`src/rtl/uart_brk_pkg.sv`:
```
package uart_brk_pkg;

  // Character size from the format select: 0 -> 8, 1 -> 9, otherwise 10.
  function automatic int unsigned char_bits(input logic [1:0] fmt);
    case (fmt)
      2'd0:    return 8;
      2'd1:    return 9;
      default: return 10;
    endcase
  endfunction

  // Break length in bit times.
  function automatic int unsigned brk_bits(input logic [1:0] fmt,
                                           input logic ext,
                                           input logic pe);
    if (ext) return (fmt == 2'd0) ? 13 : 14;
    case (fmt)
      2'd0:    return 10;
      2'd1:    return 11;
      default: return pe ? 12 : 11;
    endcase
  endfunction

endpackage

```
`src/rtl/uart_brk_buf.sv`:
```
module uart_brk_buf #(
  parameter int W = 10
) (
  input  logic         clk,
  input  logic         rst_n,
  input  logic         s_valid,
  input  logic [W-1:0] s_data,
  output logic         s_ready,
  input  logic         take,
  output logic [W-1:0] word,
  output logic         full
);
  assign s_ready = !full;

  always_ff @(posedge clk or negedge rst_n) begin
    if (!rst_n) begin
      full <= 1'b0;
      word <= '0;
    end else if (take) begin
      full <= 1'b0;
    end else if (s_valid && !full) begin
      full <= 1'b1;
      word <= s_data;
    end
  end
endmodule

```
`src/rtl/uart_brk_framer.sv`:
```
module uart_brk_framer
  import uart_brk_pkg::*;
#(
  parameter int MAXC = 10,
  parameter int FW   = MAXC + 2,
  parameter int LW   = 4
) (
  input  logic [1:0]      fmt,
  input  logic            par_en,
  input  logic            par_odd,
  input  logic            brk_ext,
  input  logic [MAXC-1:0] data,
  output logic [FW-1:0]   frame,
  output logic [LW-1:0]   frm_len,
  output logic [LW-1:0]   brk_len
);
  int unsigned c;
  logic        par;

  always_comb begin
    c   = char_bits(fmt);
    par = par_odd;
    for (int i = 0; i < MAXC; i++)
      if (i + 1 < c) par = par ^ data[i];
    frame    = '1;
    frame[0] = 1'b0;
    for (int i = 0; i < MAXC; i++) begin
      if (i < c) frame[i+1] = (par_en && (i + 1 == c)) ? par : data[i];
    end
    frm_len = LW'(c + 2);
    brk_len = LW'(brk_bits(fmt, brk_ext, par_en));
  end
endmodule

```
`src/rtl/uart_brk_shift.sv`:
```
module uart_brk_shift #(
  parameter int FW = 12,
  parameter int LW = 4
) (
  input  logic          clk,
  input  logic          rst_n,
  input  logic          tick,
  input  logic          tx_en,
  input  logic          card,
  input  logic          brk_req,
  input  logic          idle_pend,
  input  logic          buf_full,
  input  logic [FW-1:0] frame,
  input  logic [LW-1:0] frm_len,
  input  logic [LW-1:0] brk_len,
  output logic          line,
  output logic          take,
  output logic          idle_ack,
  output logic          sh_empty
);
  typedef enum logic [2:0] {PICK_NONE, PICK_MARK, PICK_BRK, PICK_IDLE, PICK_DATA} pick_e;

  logic [FW-1:0] sh;
  logic [LW-1:0] cnt;
  logic          fill_q, tail_q, bound, allow_brk;
  pick_e         pick;

  assign bound     = tick && (cnt <= LW'(1));
  assign allow_brk = brk_req && tx_en && !card;
  assign sh_empty  = (cnt == '0);

  always_comb begin
    pick = PICK_NONE;
    if (tail_q && !allow_brk)               pick = PICK_MARK;
    else if (allow_brk)                     pick = PICK_BRK;
    else if (idle_pend && tx_en && !card)   pick = PICK_IDLE;
    else if (buf_full && tx_en)             pick = PICK_DATA;
  end

  assign take     = bound && (pick == PICK_DATA);
  assign idle_ack = bound && (pick == PICK_IDLE);

  always_ff @(posedge clk or negedge rst_n) begin
    if (!rst_n) begin
      sh     <= '1;
      cnt    <= '0;
      fill_q <= 1'b1;
      tail_q <= 1'b0;
      line   <= 1'b1;
    end else if (bound) begin
      case (pick)
        PICK_MARK: begin
          line <= 1'b1; cnt <= LW'(1); tail_q <= 1'b0; fill_q <= 1'b1; sh <= '1;
        end
        PICK_BRK: begin
          line <= 1'b0; cnt <= brk_len; tail_q <= 1'b1; fill_q <= 1'b0; sh <= '0;
        end
        PICK_IDLE: begin
          line <= 1'b1; cnt <= frm_len; fill_q <= 1'b1; sh <= '1;
        end
        PICK_DATA: begin
          line <= frame[0]; cnt <= frm_len; fill_q <= 1'b1;
          sh   <= {1'b1, frame[FW-1:1]};
        end
        default: begin
          line <= 1'b1; cnt <= '0; tail_q <= 1'b0; fill_q <= 1'b1; sh <= '1;
        end
      endcase
    end else if (tick) begin
      line <= sh[0];
      sh   <= {fill_q, sh[FW-1:1]};
      cnt  <= cnt - LW'(1);
    end
  end
endmodule

```
`src/rtl/uart_brk_tx.sv`:
```
module uart_brk_tx #(
  parameter int MAXC    = 10,
  parameter int MAX_BRK = 14
) (
  input  logic            clk,
  input  logic            rst_n,
  input  logic            baud_tick,
  input  logic            tx_en,
  input  logic            brk_req,
  input  logic            brk_ext,
  input  logic [1:0]      fmt_sel,
  input  logic            par_en,
  input  logic            par_odd,
  input  logic            card_mode,
  input  logic            s_valid,
  input  logic [MAXC-1:0] s_data,
  output logic            s_ready,
  output logic            tx_line,
  output logic            tx_empty
);
  localparam int FW = MAXC + 2;
  localparam int LW = $clog2(MAX_BRK + 1);

  logic [MAXC-1:0] word;
  logic            buf_full, take, idle_ack, sh_empty;
  logic            en_q, idle_q;
  logic [FW-1:0]   frame;
  logic [LW-1:0]   frm_len, brk_len;

  uart_brk_buf #(.W(MAXC)) u_buf (
    .clk(clk), .rst_n(rst_n), .s_valid(s_valid), .s_data(s_data),
    .s_ready(s_ready), .take(take), .word(word), .full(buf_full)
  );

  uart_brk_framer #(.MAXC(MAXC), .FW(FW), .LW(LW)) u_framer (
    .fmt(fmt_sel), .par_en(par_en), .par_odd(par_odd), .brk_ext(brk_ext),
    .data(word), .frame(frame), .frm_len(frm_len), .brk_len(brk_len)
  );

  uart_brk_shift #(.FW(FW), .LW(LW)) u_shift (
    .clk(clk), .rst_n(rst_n), .tick(baud_tick), .tx_en(tx_en),
    .card(card_mode), .brk_req(brk_req), .idle_pend(idle_q),
    .buf_full(buf_full), .frame(frame), .frm_len(frm_len),
    .brk_len(brk_len), .line(tx_line), .take(take),
    .idle_ack(idle_ack), .sh_empty(sh_empty)
  );

  // An enable rising edge queues one idle character (preamble or re-enable).
  always_ff @(posedge clk or negedge rst_n) begin
    if (!rst_n) begin
      en_q   <= 1'b0;
      idle_q <= 1'b0;
    end else begin
      en_q <= tx_en;
      if (card_mode)               idle_q <= 1'b0;
      else if (tx_en && !en_q)     idle_q <= 1'b1;
      else if (idle_ack)           idle_q <= 1'b0;
    end
  end

  assign tx_empty = sh_empty && !buf_full;
endmodule

```
`config.mk`:
```
export PLATFORM = sky130hd
export DESIGN_NAME = uart_brk_tx
export DESIGN_NICKNAME = d
export VERILOG_FILES = /design/src/rtl/uart_brk_pkg.sv /design/src/rtl/uart_brk_buf.sv /design/src/rtl/uart_brk_framer.sv /design/src/rtl/uart_brk_shift.sv /design/src/rtl/uart_brk_tx.sv
export SDC_FILE = /design/constraint.sdc
export NUM_CORES = 1
export LEC_CHECK = 0
export ABC_AREA = 1
export BUFFER_PORTS_ARGS = -buffer_cell sky130_fd_sc_hd__clkbuf_2
export CAP_MARGIN = 20
export CORE_MARGIN = 2
export CORE_UTILIZATION = 56
export CTS_BUF_LIST = sky130_fd_sc_hd__clkbuf_16
export DETAILED_ROUTE_END_ITERATION = 7
export GPL_TIMING_DRIVEN = 0
export PLACE_DENSITY_LB_ADDON = 0.2
export SLEW_MARGIN = 40
export SYNTH_ARGS = -nofsm -noshare
export SYNTH_HDL_FRONTEND = slang
export SYNTH_SLANG_ARGS = --single-unit
```
`constraint.sdc`:
```
create_clock -name clk -period 2.1 [get_ports clk]
set_input_delay 0.21 -clock clk [delete_from_list [all_inputs] [get_ports clk]]
set_output_delay 0.21 -clock clk [all_outputs]
set_load 0.005 [all_outputs]
```
==> impl_metrics.toml, run 1 <==
[status]
outcome = "finished, violations left"
violations = "hold timing"

[detailed_routing]
via_count = 1539
drtPass1Iterations = 4
route.detailed.drc = 0
wirelength_um = 3720
via_per_inst = 5.06
routedWlPerCell_um = 12.2
antenna_left = 0
dr.first_iter.drc_count = 50

[critical_path]
cp_top_family = "simple AND/OR/NAND/NOR gates"
cp_slowest_cell = "dfrtp_1"
crit_path_max_fanout = 10
worstSetupEndpointType = "flip-flop"
worstPathArrival_ps = 2000
cp.required_ps = 2300
path_cells = "inv_1, ha_1, nor2_1, nor3_4, buf_6, nand2_2, inv_2, nand2_1, a22oi_1"
path_buf_inv = 3
max_stage_delay_ps = 370
critPathKind = "reg -> reg"
startpoint_type = "flip-flop"

[layout]
mostFrequentLayoutCells = "nand2_1, nor2_1, inv_1"
drive_above_1_share_pct = 23.5
area_growth_pct = 18.8
postLayoutCoreUtil_pct = 69.9
seqCellArea_sq_um = 818
final_nets = 283
final_common_cell = "nand2_1"
multi_input_area_sq_um = 807
fillers = 265
n_antenna_cell = 0
final_area_sq_um = 2120

[synthesis]
avgSynthCellArea_sq_um = 7.78
synth_area_sq_um = 1780
synthFlopType = "dfrtp_1"
syn_inst = 229
syn_nets = 253
ys_seq_area_share_pct = 45.9
netlist-cell-type-count = 29
synthArstFlopShare_pct = 100
ys.warnings.count = 0
ys_seq_elements = 32
synth_edf_count = 0

[timing]
drv_slew = 0
worst_slew_pin_slew_ps = 701
maxSlewHeadroom_pct = 53.3
hold_viol_final = 18
setup_viol = 0
layout_min_cycle_time_ps = 1810
tns_ps = 0
fmax_mhz = 553
whs_ps = -17.7
rsz0062_at_grt = "no"
fin_crit_sh_pct = 86.1
fin_worst_skew_ps = 3.05

[clocking]
post_cts.repair.setup_buffers = 0
root_buffer = "clkbuf_16"
ctsResizeCount = 0
cts_buffer_depth = 2
clock_latency_ps = 280
cts_buffers = 5
cts_tree = "yes"
hold_buffers = 0
h-tree-depth = 2
cts_sinks = 32
clk_pin_slew_worst_paths_ps = 50

[place]
io_buffers = 23
gp_congestion = 0.789
placedInstanceArea_sq_um = 1950
dp_hpwl_um = 2620

[power_and_ir_drop]
power.switching_w = 0.000929
sw_frac_of_total_pct = 33.8
power_density_nw_per_um2 = 1300
p_int_w = 0.00182
pwr-share-seq_pct = 39.2
pwr-share-clk_pct = 29.0
peakVddDrop_mv = 0.856
leakage_nw = 1.05
combPwrFrac_pct = 31.8

[run]
drv_cap = 0

[grt]
grt_max_degree = 33
grt_pass1_wl_um = 6310
grt_antenna_before_repair = 0
grt-ovfl-total = 0
grt_pass1_vias = 1498
grt_usage_pct = 24.0

[die]
rows = 20
die_x_um = 60.4
core_sq_um = 3030
io_pins = 25
initial_utilization_pct = 58.8
dieArea_sq_um = 3650
die_y_um = 60.4

[hold_path]
min_path_type = "in -> async"
[cell type report]
class,instances,area share [%]
sequential,32,38.7
inverter,30,5.44
buffer,5,1.95
timing repair buffer,23,5.44
clock buffer,5,5.91
clock inverter,3,1.83
tap,44,2.60
multi-input combinational,162,38.1
[routing by layer]
metal  wire length (um)  GRT usage, %
met5                  0             0
met4                 90          10.8
met2               1820          40.8
met1               1640          27.7
met3                161          7.46
[flip-flops by register name (all words and copies together) (netlist names)]
| name | flops |
|---|---|
| idle_q | 1 |
| u_shift.sh | 12 |
| en_q | 1 |
| u_shift.tail_q | 1 |
| u_buf.full | 1 |
| u_buf.word | 10 |
| u_shift.cnt | 4 |
| u_shift.line | 1 |
| u_shift.fill_q | 1 |
[cells by family after synthesis]
kind of cell | synth area share, %
AOI/OAI and AO/OA | 16.6
xor gates and xnor gates | 0.983
adders and majority gates | 1.40
buffers and inverters | 8.78
DFF | 45.9
muxes | 1.90
and+or+nand+nor | 24.4
[power by group through the flow]
stage                     sequential [W]  clock [W]  combinational, W
after global placement           0.00107          0          0.000832
final                            0.00108   0.000796          0.000873
after detailed placement         0.00108          0          0.000858
after global routing             0.00111   0.000833           0.00101
after CTS                        0.00107   0.000806          0.000879
after floorplan                  0.00103          0          0.000691
[per-stage QoR]
step | std cells | power (W) | setup slack [ps]
6_report | 304 | 0.00275 | 292
5_1_grt | 304 | 0.00295 | 111
4_1_cts | 304 | 0.00276 | 282
3_5_place_dp | 296 | 0.00193 | 305
3_3_place_gp | 296 | 0.00190 | 343
2_1_floorplan | 229 | 0.00172 | 534
[worst paths after layout]
check | start | to | slack, ps | cells after the start
hold / removal | rst_n | en_q$_DFF_PN0_ | -20 | 1
min in group clk | tx_en | en_q$_DFF_PN0_ | 100 | 1
hold reg to reg | en_q$_DFF_PN0_ | idle_q$_DFFE_PN0P_ | 440 | 1
setup reg to reg | u_shift.cnt[0]$_DFFE_PN0P_ | u_shift.sh[0]$_DFFE_PN1P_ | 290 | 9
max in group asynchronous | rst_n | u_buf.word[5]$_DFFE_PN0P_ | 1670 | 1
setup / recovery | u_shift.cnt[0]$_DFFE_PN0P_ | u_shift.sh[0]$_DFFE_PN1P_ | 290 | 9
[Yosys cell counts (3+ instances only)]
master   number  area, sq um
nand2_1      56          210
nor2_1       34          128
a21oi_1      26          130
inv_1        26         97.6
dfrtp_1      18          450
dfstp_2      14          368
nand3_1       8         40.0
o21ai_0       8         40.0
a31oi_1       5         31.3
a22oi_1       4         30.0
buf_6         3         33.8
inv_2         3         11.3
mux2_2        3         33.8
(Power assumes the default switching activity.)
==> inputs of run 2 (changes only) <==
--- a/config.mk
+++ b/config.mk
@@ -5,7 +5,6 @@
 export SDC_FILE = /design/constraint.sdc
 export NUM_CORES = 1
 export LEC_CHECK = 0
-export ABC_AREA = 1
 export BUFFER_PORTS_ARGS = -buffer_cell sky130_fd_sc_hd__clkbuf_2
 export CAP_MARGIN = 20
 export CORE_MARGIN = 2
@@ -14,6 +13,7 @@
 export DETAILED_ROUTE_END_ITERATION = 7
 export GPL_TIMING_DRIVEN = 0
 export PLACE_DENSITY_LB_ADDON = 0.2
+export REMOVE_ABC_BUFFERS = 1
 export SLEW_MARGIN = 40
 export SYNTH_ARGS = -nofsm -noshare
 export SYNTH_HDL_FRONTEND = slang
==> impl_metrics.toml, run 2 <==
[clocking]
cts_tree = "yes"
cts_buffer_depth = 2
clock_latency_ps = 280
cts_sinks = 32
cts_buffers = 5
clk_pin_slew_worst_paths_ps = 50
h-tree-depth = 2
root_buffer = "clkbuf_16"

[power_and_ir_drop]
power_density_nw_per_um2 = 1490
leakage_nw = 0.899
peakVddDrop_mv = 0.971

[synthesis]
yosysTopAreaCellShare_pct = 26.0
yosys.area.top_type = "dfrtp_1"
synth_edf_count = 0
synth_common_cells = "nor2_1, dfrtp_1, dfstp_2"
ys_top_cells_by_area = "dfrtp_1, dfstp_2, nor2_1"
yosysMostFrequentCell = "nor2_1"
syn_inst = 175
ys_seq_area_share_pct = 47.2
netlist-cell-type-count = 42
avgSynthCellArea_sq_um = 9.92
synthFlopType = "dfrtp_1"
ys.warnings.count = 0
synth_area_sq_um = 1740
synthArstFlopShare_pct = 100
ys_seq_elements = 32

[timing]
fin_worst_skew_ps = 4.17
drv_slew = 0
setup_viol = 0
worst_slew_pin_slew_ps = 693
hold_viol_final = 18
maxSlewHeadroom_pct = 53.8
whs_ps = -29.1
fin_crit_sh_pct = 92.2
layout_min_cycle_time_ps = 1940
final.setup.worst_slack_ps = 165
rsz0062_at_grt = "no"
tns_ps = 0
fmax_mhz = 517

[die]
rows = 20
initial_utilization_pct = 57.8
dieArea_sq_um = 3560
core_sq_um = 3000
die_y_um = 59.7
io_pins = 25
die_x_um = 59.7

[grt]
grt_pass1_wl_um = 6210
grt_max_degree = 33
grt_pass1_vias = 1366
grt-ovfl-total = 0
grt_antenna_before_repair = 0
grt_usage_pct = 24.0

[place]
placedInstanceArea_sq_um = 1850
dpl_worst_slack_ps = -156
gp_congestion = 0.799
io_buffers = 24
dp_hpwl_um = 2500

[layout]
largest_reg_flops = 12
final_nets = 224
postLayoutCoreUtil_pct = 67.6
n_antenna_cell = 0
mostFrequentLayoutCells = "nor2_1, clkbuf_2, dfrtp_1"
reg.largest.list = "u_shift.sh: 12 flops, u_buf.word: 10 flops, u_shift.cnt: 4 flops"
final_area_sq_um = 2030
drive_above_1_share_pct = 30.3
top_register = "u_shift.sh"
area_growth_pct = 17.0

[critical_path]
crit_path_max_fanout = 7
critPathKind = "reg -> reg"
startpoint_type = "flip-flop"
worstPathArrival_ps = 2120
worstSetupEndpointType = "flip-flop"
worstSetupStartpoint = "u_shift.cnt[0]$_DFFE_PN0P_"
cp.required_ps = 2280
r2r_setup_slack_ps = 160
timing.rr.start = "u_shift.cnt[0]$_DFFE_PN0P_"

[detailed_routing]
via_count = 1391
via_per_inst = 5.94
routedWlPerCell_um = 15.5
antenna_left = 0
wirelength_um = 3630
route.detailed.drc = 0
dr.first_iter.drc_count = 84
drtPass1Iterations = 4

[status]
outcome = "finished, violations left"
violations = "hold timing"

[hold_path]
min_path_type = "in -> async"

[run]
drv_cap = 0
run 2: timing repair:
item                       in CTS  in global routing
setup buffers                   3                  0
gates resized for setup         1                  0
setup endpoints to repair      10                  0
hold buffers                    0                  0
run 2: final cells by class:
type | instances | area, sq um
Clock inverter | 3 | 23.8
Sequential cell | 32 | 818
Clock buffer | 5 | 125
Fill cell | 239 | 972
Inverter | 6 | 22.5
Tap cell | 33 | 41.3
Timing Repair Buffer | 27 | 143
Multi-Input combinational cell | 128 | 857
run 2: final timing paths:
check / cells past startpoint / to
max: 7 / u_shift.sh[1]$_DFFE_PN1P_
min: 1 / u_shift.cnt[0]$_DFFE_PN0P_
max reg2reg: 7 / u_shift.sh[1]$_DFFE_PN1P_
min reg2reg: 2 / u_shift.line$_DFFE_PN1P_
max in group asynchronous: 1 / u_shift.cnt[2]$_DFFE_PN0P_
min in group clk: 1 / en_q$_DFF_PN0_
run 2: per-stage QoR:
step	instances	total power, W
after detailed placement	223	0.00229
after global placement	223	0.00224
after CTS	234	0.00305
after global routing	234	0.00326
after floorplan	166	0.00202
final	234	0.00303
run 2: metal layers:
metal	global-route usage [%]	up-vias	part of all wire, %
met5	0	-	0
met4	13.3	0	1.8
met3	7.14	7	5.0
met2	36.8	45	50
met1	30.2	669	43
li1	-	670	-
run 2: logic make-up after synthesis:
kind of cell | count (synthesis) | synth area share, %
flip-flops | 32 | 47.2
multiplexers | 12 | 7.71
AO/OA/AOI/OAI | 48 | 18.2
adder cells (fa/ha/maj) | 2 | 1.44
XOR/XNOR | 9 | 5.84
buffers and inverters | 15 | 3.89
AND/OR/NAND/NOR | 57 | 15.7
run 2: where the power goes:
group / switching, W / internal (W) / total [W]
registers: 0.000204 / 0.000971 / 0.00118
clock network: 0.000270 / 0.000440 / 0.000710
logic: 0.000552 / 0.000595 / 0.00115
total: 0.00103 / 0.00201 / 0.00303
run 2: critical path, stage by stage (launching register included):
cell	delay, ps
dfrtp_1	400
inv_1	70
ha_1	240
nor2_1	170
nand3b_1	290
a21oi_1	90
nor2b_1	430
a21oi_1	150
